**src/rtl/wos_pkg.sv**
```systemverilog
package wos_pkg;
  localparam int HOST_W    = 32;
  localparam int NUM_SLOTS = 4;

  // strobes passed from the address decoder to the storage datapath
  typedef struct packed {
    logic       opWr;     // host write into a slot word (already loses to result)
    logic       modWr;    // host write into a modulus word
    logic       rdValid;  // addressed word is readable
    logic [1:0] opIdx;    // slot addressed by the host
    logic [5:0] wordIdx;  // word index addressed by the host
    logic       resWr;    // full-width result write
    logic [1:0] resIdx;   // slot receiving the result
  } wosStrobe_t;
endpackage

```
**src/rtl/wos_control.sv**
```systemverilog
module wos_control
  import wos_pkg::*;
#(
  parameter int OP_WIDTH = 256
) (
  input  logic [8:0] hostAddr,
  input  logic       hostWrEn,
  input  logic       loadResult,
  input  logic [1:0] resultDest,
  output wosStrobe_t strobe,
  output logic       collision
);
  localparam int NUM_WORDS = OP_WIDTH / HOST_W;

  logic modSpace;
  logic wordValid;
  logic sameSlot;

  always_comb begin
    modSpace  = hostAddr[8];
    wordValid = int'(hostAddr[5:0]) < NUM_WORDS;
    sameSlot  = !modSpace && (hostAddr[7:6] == resultDest);

    strobe.opIdx   = hostAddr[7:6];
    strobe.wordIdx = hostAddr[5:0];
    strobe.resIdx  = resultDest;
    strobe.resWr   = loadResult;
    // a result landing in the same slot overrides the host word
    strobe.opWr    = hostWrEn && !modSpace && wordValid && !(loadResult && sameSlot);
    strobe.modWr   = hostWrEn && modSpace && wordValid;
    strobe.rdValid = !modSpace && wordValid;

    collision = hostWrEn && loadResult && sameSlot;
  end
endmodule

```
**src/rtl/wos_datapath.sv**
```systemverilog
module wos_datapath
  import wos_pkg::*;
#(
  parameter int OP_WIDTH = 256
) (
  input  logic                clk,
  input  logic                rstN,
  input  wosStrobe_t          strobe,
  input  logic [HOST_W-1:0]   hostWrData,
  input  logic [OP_WIDTH-1:0] resultIn,
  input  logic [1:0]          opSel,
  output logic [OP_WIDTH-1:0] opOut,
  output logic [OP_WIDTH-1:0] modOut,
  output logic [HOST_W-1:0]   hostRdData
);
  localparam int NUM_WORDS = OP_WIDTH / HOST_W;

  logic [HOST_W-1:0] slotWord [NUM_SLOTS][NUM_WORDS];
  logic [HOST_W-1:0] modWord  [NUM_WORDS];
  logic [HOST_W-1:0] rdNext;

  for (genvar s = 0; s < NUM_SLOTS; s++) begin : gSlot
    for (genvar w = 0; w < NUM_WORDS; w++) begin : gWord
      always_ff @(posedge clk or negedge rstN) begin
        if (!rstN)
          slotWord[s][w] <= '0;
        else if (strobe.resWr && strobe.resIdx == 2'(s))
          slotWord[s][w] <= resultIn[w*HOST_W +: HOST_W];
        else if (strobe.opWr && strobe.opIdx == 2'(s) && strobe.wordIdx == 6'(w))
          slotWord[s][w] <= hostWrData;
      end
    end
  end

  for (genvar w = 0; w < NUM_WORDS; w++) begin : gMod
    always_ff @(posedge clk or negedge rstN) begin
      if (!rstN)
        modWord[w] <= '0;
      else if (strobe.modWr && strobe.wordIdx == 6'(w))
        modWord[w] <= hostWrData;
    end
  end

  always_comb begin
    rdNext = '0;
    if (strobe.rdValid) begin
      for (int w = 0; w < NUM_WORDS; w++) begin
        if (strobe.wordIdx == 6'(w)) rdNext = slotWord[strobe.opIdx][w];
      end
    end
  end

  always_ff @(posedge clk or negedge rstN) begin
    if (!rstN) hostRdData <= '0;
    else       hostRdData <= rdNext;
  end

  always_comb begin
    for (int w = 0; w < NUM_WORDS; w++) begin
      opOut[w*HOST_W +: HOST_W]  = slotWord[opSel][w];
      modOut[w*HOST_W +: HOST_W] = modWord[w];
    end
  end
endmodule

```
**src/rtl/wide_operand_store.sv**
```systemverilog
module wide_operand_store
  import wos_pkg::*;
#(
  parameter int OP_WIDTH = 256
) (
  input  logic                clk,
  input  logic                rstN,
  input  logic [8:0]          hostAddr,
  input  logic [31:0]         hostWrData,
  input  logic                hostWrEn,
  output logic [31:0]         hostRdData,
  input  logic [1:0]          opSel,
  output logic [OP_WIDTH-1:0] opOut,
  output logic [OP_WIDTH-1:0] modOut,
  input  logic [OP_WIDTH-1:0] resultIn,
  input  logic                loadResult,
  input  logic [1:0]          resultDest,
  output logic                collision
);
  wosStrobe_t strobe;

  wos_control #(.OP_WIDTH(OP_WIDTH)) uCtrl (
    .hostAddr  (hostAddr),
    .hostWrEn  (hostWrEn),
    .loadResult(loadResult),
    .resultDest(resultDest),
    .strobe    (strobe),
    .collision (collision)
  );

  wos_datapath #(.OP_WIDTH(OP_WIDTH)) uData (
    .clk       (clk),
    .rstN      (rstN),
    .strobe    (strobe),
    .hostWrData(hostWrData),
    .resultIn  (resultIn),
    .opSel     (opSel),
    .opOut     (opOut),
    .modOut    (modOut),
    .hostRdData(hostRdData)
  );
endmodule

```
**config.mk**
```make
export PLATFORM = sky130hd
export DESIGN_NAME = wide_operand_store
export DESIGN_NICKNAME = d
export VERILOG_FILES = /design/src/rtl/wos_pkg.sv /design/src/rtl/wos_control.sv /design/src/rtl/wos_datapath.sv /design/src/rtl/wide_operand_store.sv
export SDC_FILE = /design/constraint.sdc
export NUM_CORES = 2
export LEC_CHECK = 0
export CAP_MARGIN = 0
export CORE_UTILIZATION = 61
export CTS_CLUSTER_SIZE = 10
export DETAILED_ROUTE_END_ITERATION = 10
export GPL_ROUTABILITY_DRIVEN = 0
export HOLD_SLACK_MARGIN = 0.06
export PLACE_DENSITY = 0.83
export SYNTH_ARGS = -nofsm -noshare
export SYNTH_HDL_FRONTEND = slang
export SYNTH_SLANG_ARGS = --single-unit
```
**constraint.sdc**
```tcl
create_clock -name clk -period 6 [get_ports clk]
set_input_delay 0.9 -clock clk [delete_from_list [all_inputs] [get_ports clk]]
set_output_delay 0.9 -clock clk [all_outputs]
set_load 0.005 [all_outputs]
```
==> flow_metrics.py <==
metrics = {
    "status": {
        "outcome": "finished clean",
    },
    "timing": {
        "tightest_slew_ns": 1.24,
        "setup_violations": 0,
        "rsz0062_at_grt": "no",
        "fmax_ghz": 0.235,
        "final.min_clock_period_ns": 4.26,
        "hold_viol_final": 0,
        "min_period_over_period": 0.710,
        "fin_tns_setup_ns": 0,
        "max-slew-margin-rel": 0.175,
        "drv_slew": 0,
        "clock_skew_ns": 0.0246,
    },
    "floorplan": {
        "fp.dieArea_um2": 120000,
        "core.rowCount": 125,
        "num_io_pins": 850,
        "initial_core_util": 0.618,
        "fp.dieW_um": 346,
        "die_h_um": 346,
        "core_area_um2": 117000,
    },
    "drt": {
        "drtAntennaViolNets": 0,
        "wirelength_um": 259000,
        "drcViolationCount": 0,
        "routedWlPerCell_um": 30.8,
        "num_vias": 58600,
        "drtPass1Iterations": 8,
        "vias_per_cell": 6.99,
        "drtIter0Drc": 8364,
    },
    "power": {
        "cellLeakagePower_nw": 36.4,
        "power.density_nw_per_um2": 292,
        "ir_worst_vdd_mv": 0.278,
        "power_mw": 25.0,
    },
    "cells_and_area": {
        "nets": 7082,
        "area_delta_synth_final_pct": 18.3,
        "num-fill-cells": 7712,
        "drive_above_1_share": 0.169,
        "multi_input_area_um2": 36700,
        "final_common_cell": "dfrtp_1",
        "area.sequential_um2": 32800,
        "layout_common_cells": "dfrtp_1 (1312), mux2i_1 (1079), clkdlybuf4s50_1 (816), nand2_1 (549), nor2_1 (517)",
        "design_area_um2": 85400,
    },
    "synthesis": {
        "yosysSeqAreaShare": 0.455,
        "ys_ff_latch": 1312,
        "yosys_warnings": 0,
        "synth_fp_nets": 6619,
        "synth_cell_types": 45,
        "synthCells": 6314,
        "synth.avg_cell_area_um2": 11.4,
        "netlist_area_um2": 72200,
    },
    "worst_setup_path": {
        "r2r_start": "uData.slotWord[920]",
        "worstSetupStartpointType": "input pin",
        "rrSetupSlack_ns": 3.78,
        "cp_max_fo": 16,
        "rr_endpoint": "uData.hostRdData[24]",
        "r2r.worst_path.cells": 5,
        "path_class": "input pin to primary output",
        "arrival_ns": 3.36,
        "crit_required_ns": 5.10,
        "crit_path_end_kind": "primary output",
    },
    "clocking": {
        "htreeDepth": 4,
        "cts_made_buffers": 151,
        "cts_hold_buffers": 0,
        "post_cts_resize_count": 0,
        "clk_latency_ns": 0.78,
        "postCtsSetupBuffers": 0,
        "clkSinkCount": 1312,
        "path_clk_slew_ns": 0.05,
        "cts_tree": "done",
        "clockBufferDepth": 3,
        "cts-root-buf": "clkbuf_16",
    },
    "grt": {
        "grt_pass1_wl_um": 381000,
        "grt_usage": 0.429,
        "antenna_found_initial": 67,
        "grt_max_degree": 179,
        "grt_pass1_vias": 58200,
        "grt_overflow": 0,
    },
    "run": {
        "cap_violations": 0,
    },
    "placement": {
        "io_buffer_count": 849,
        "placed_area_um2": 81200,
        "hpwl_um": 164000,
    },
    "worst_hold_path": {
        "hp-class": "input pin to asynchronous set/reset pin",
    },
}
final cells by class:
| type | instances | area share |
|---|---|---|
| multi-input cells | 4348 | 0.430 |
| well taps | 1524 | 0.0223 |
| clock buffers | 175 | 0.0465 |
| clock inverters | 10 | 0.00138 |
| inverters | 1 | 0.0000440 |
| repair buffers | 963 | 0.114 |
| flip-flops and latches | 1312 | 0.384 |
| diodes | 49 | 0.00144 |
cells in the mapped netlist, drive strengths merged:
master	number	area, µm²
a2111oi	1	8.76
a211o	27	236
a211oi	2	15.0
a21oi	516	2580
a22o	27	236
a31oi	27	169
a32o	1	10.0
and2	3	18.8
and3	4	25.0
and4b	1	10.0
buf	251	1410
clkbuf	402	1510
dfrtp	1312	32800
inv	1	3.75
mux2	314	3540
mux2i	1079	10800
mux4	461	10400
nand2	551	2070
nand2b	7	43.8
nand3	101	510
nand3b	3	22.5
nand4	1	6.26
nor2	526	1980
nor2b	33	206
nor3	14	116
nor3b	3	27.5
nor4	9	161
nor4b	2	47.6
o21ai	600	3000
o221ai	4	35.0
o22ai	27	169
or4	2	18.8
xnor2	2	17.5
critical path, cell delays in order:
cell             delay, ns
clkdlybuf4s50_1       0.65
nor2b_1               0.26
and3_2                0.80
and2_1                0.23
clkdlybuf4s50_1       0.51
metal layers:
metal	track usage	part of all wire	routed length, µm
met1	0.526	0.34	87600
met2	0.654	0.46	120000
met3	0.115	0.11	29600
met4	0.320	0.082	21100
met5	0	0.0011	276
worst max-delay path by stage:
stage | from | end | cells after the start
2_1_floorplan | opSel[0] | opOut[100] | 4
3_3_place_gp | hostAddr[2] | uData.slotWord[528] | 7
3_5_place_dp | hostAddr[2] | uData.slotWord[538] | 7
4_1_cts | hostAddr[6] | collision | 5
5_1_grt | hostAddr[8] | collision | 5
6_report | hostAddr[8] | collision | 5
metrics by stage:
step	util	instances	worst slack [ns]	hold WS, ns
global placement	0.695	8148	1.55	0.489
floorplan	-	6314	2.69	0.505
detailed placement	0.695	8148	1.43	0.494
finish	0.731	8382	1.74	0.115
global route	0.731	8374	1.68	0.162
CTS	0.730	8333	1.77	0.141
cell families after synthesis:
family | share of synthesized area
and+or+nand+nor | 0.0728
AOI/OAI and AO/OA | 0.0895
xor gates and xnor gates | 0.000243
DFF | 0.455
buffers and inverters | 0.0405
muxes | 0.342
report_power, final:
part	switching (mW)	internal [mW]	total (mW)
Sequential	0.980	10.1	11.1
Clock	3.63	4.62	8.25
Combinational	2.69	2.96	5.65
sequential cells by signal (all words and copies together) (netlist names):
signal / count
uData.slotWord: 1024
uData.modOut: 256
uData.hostRdData: 32
Power figures use the tool's default switching activity.
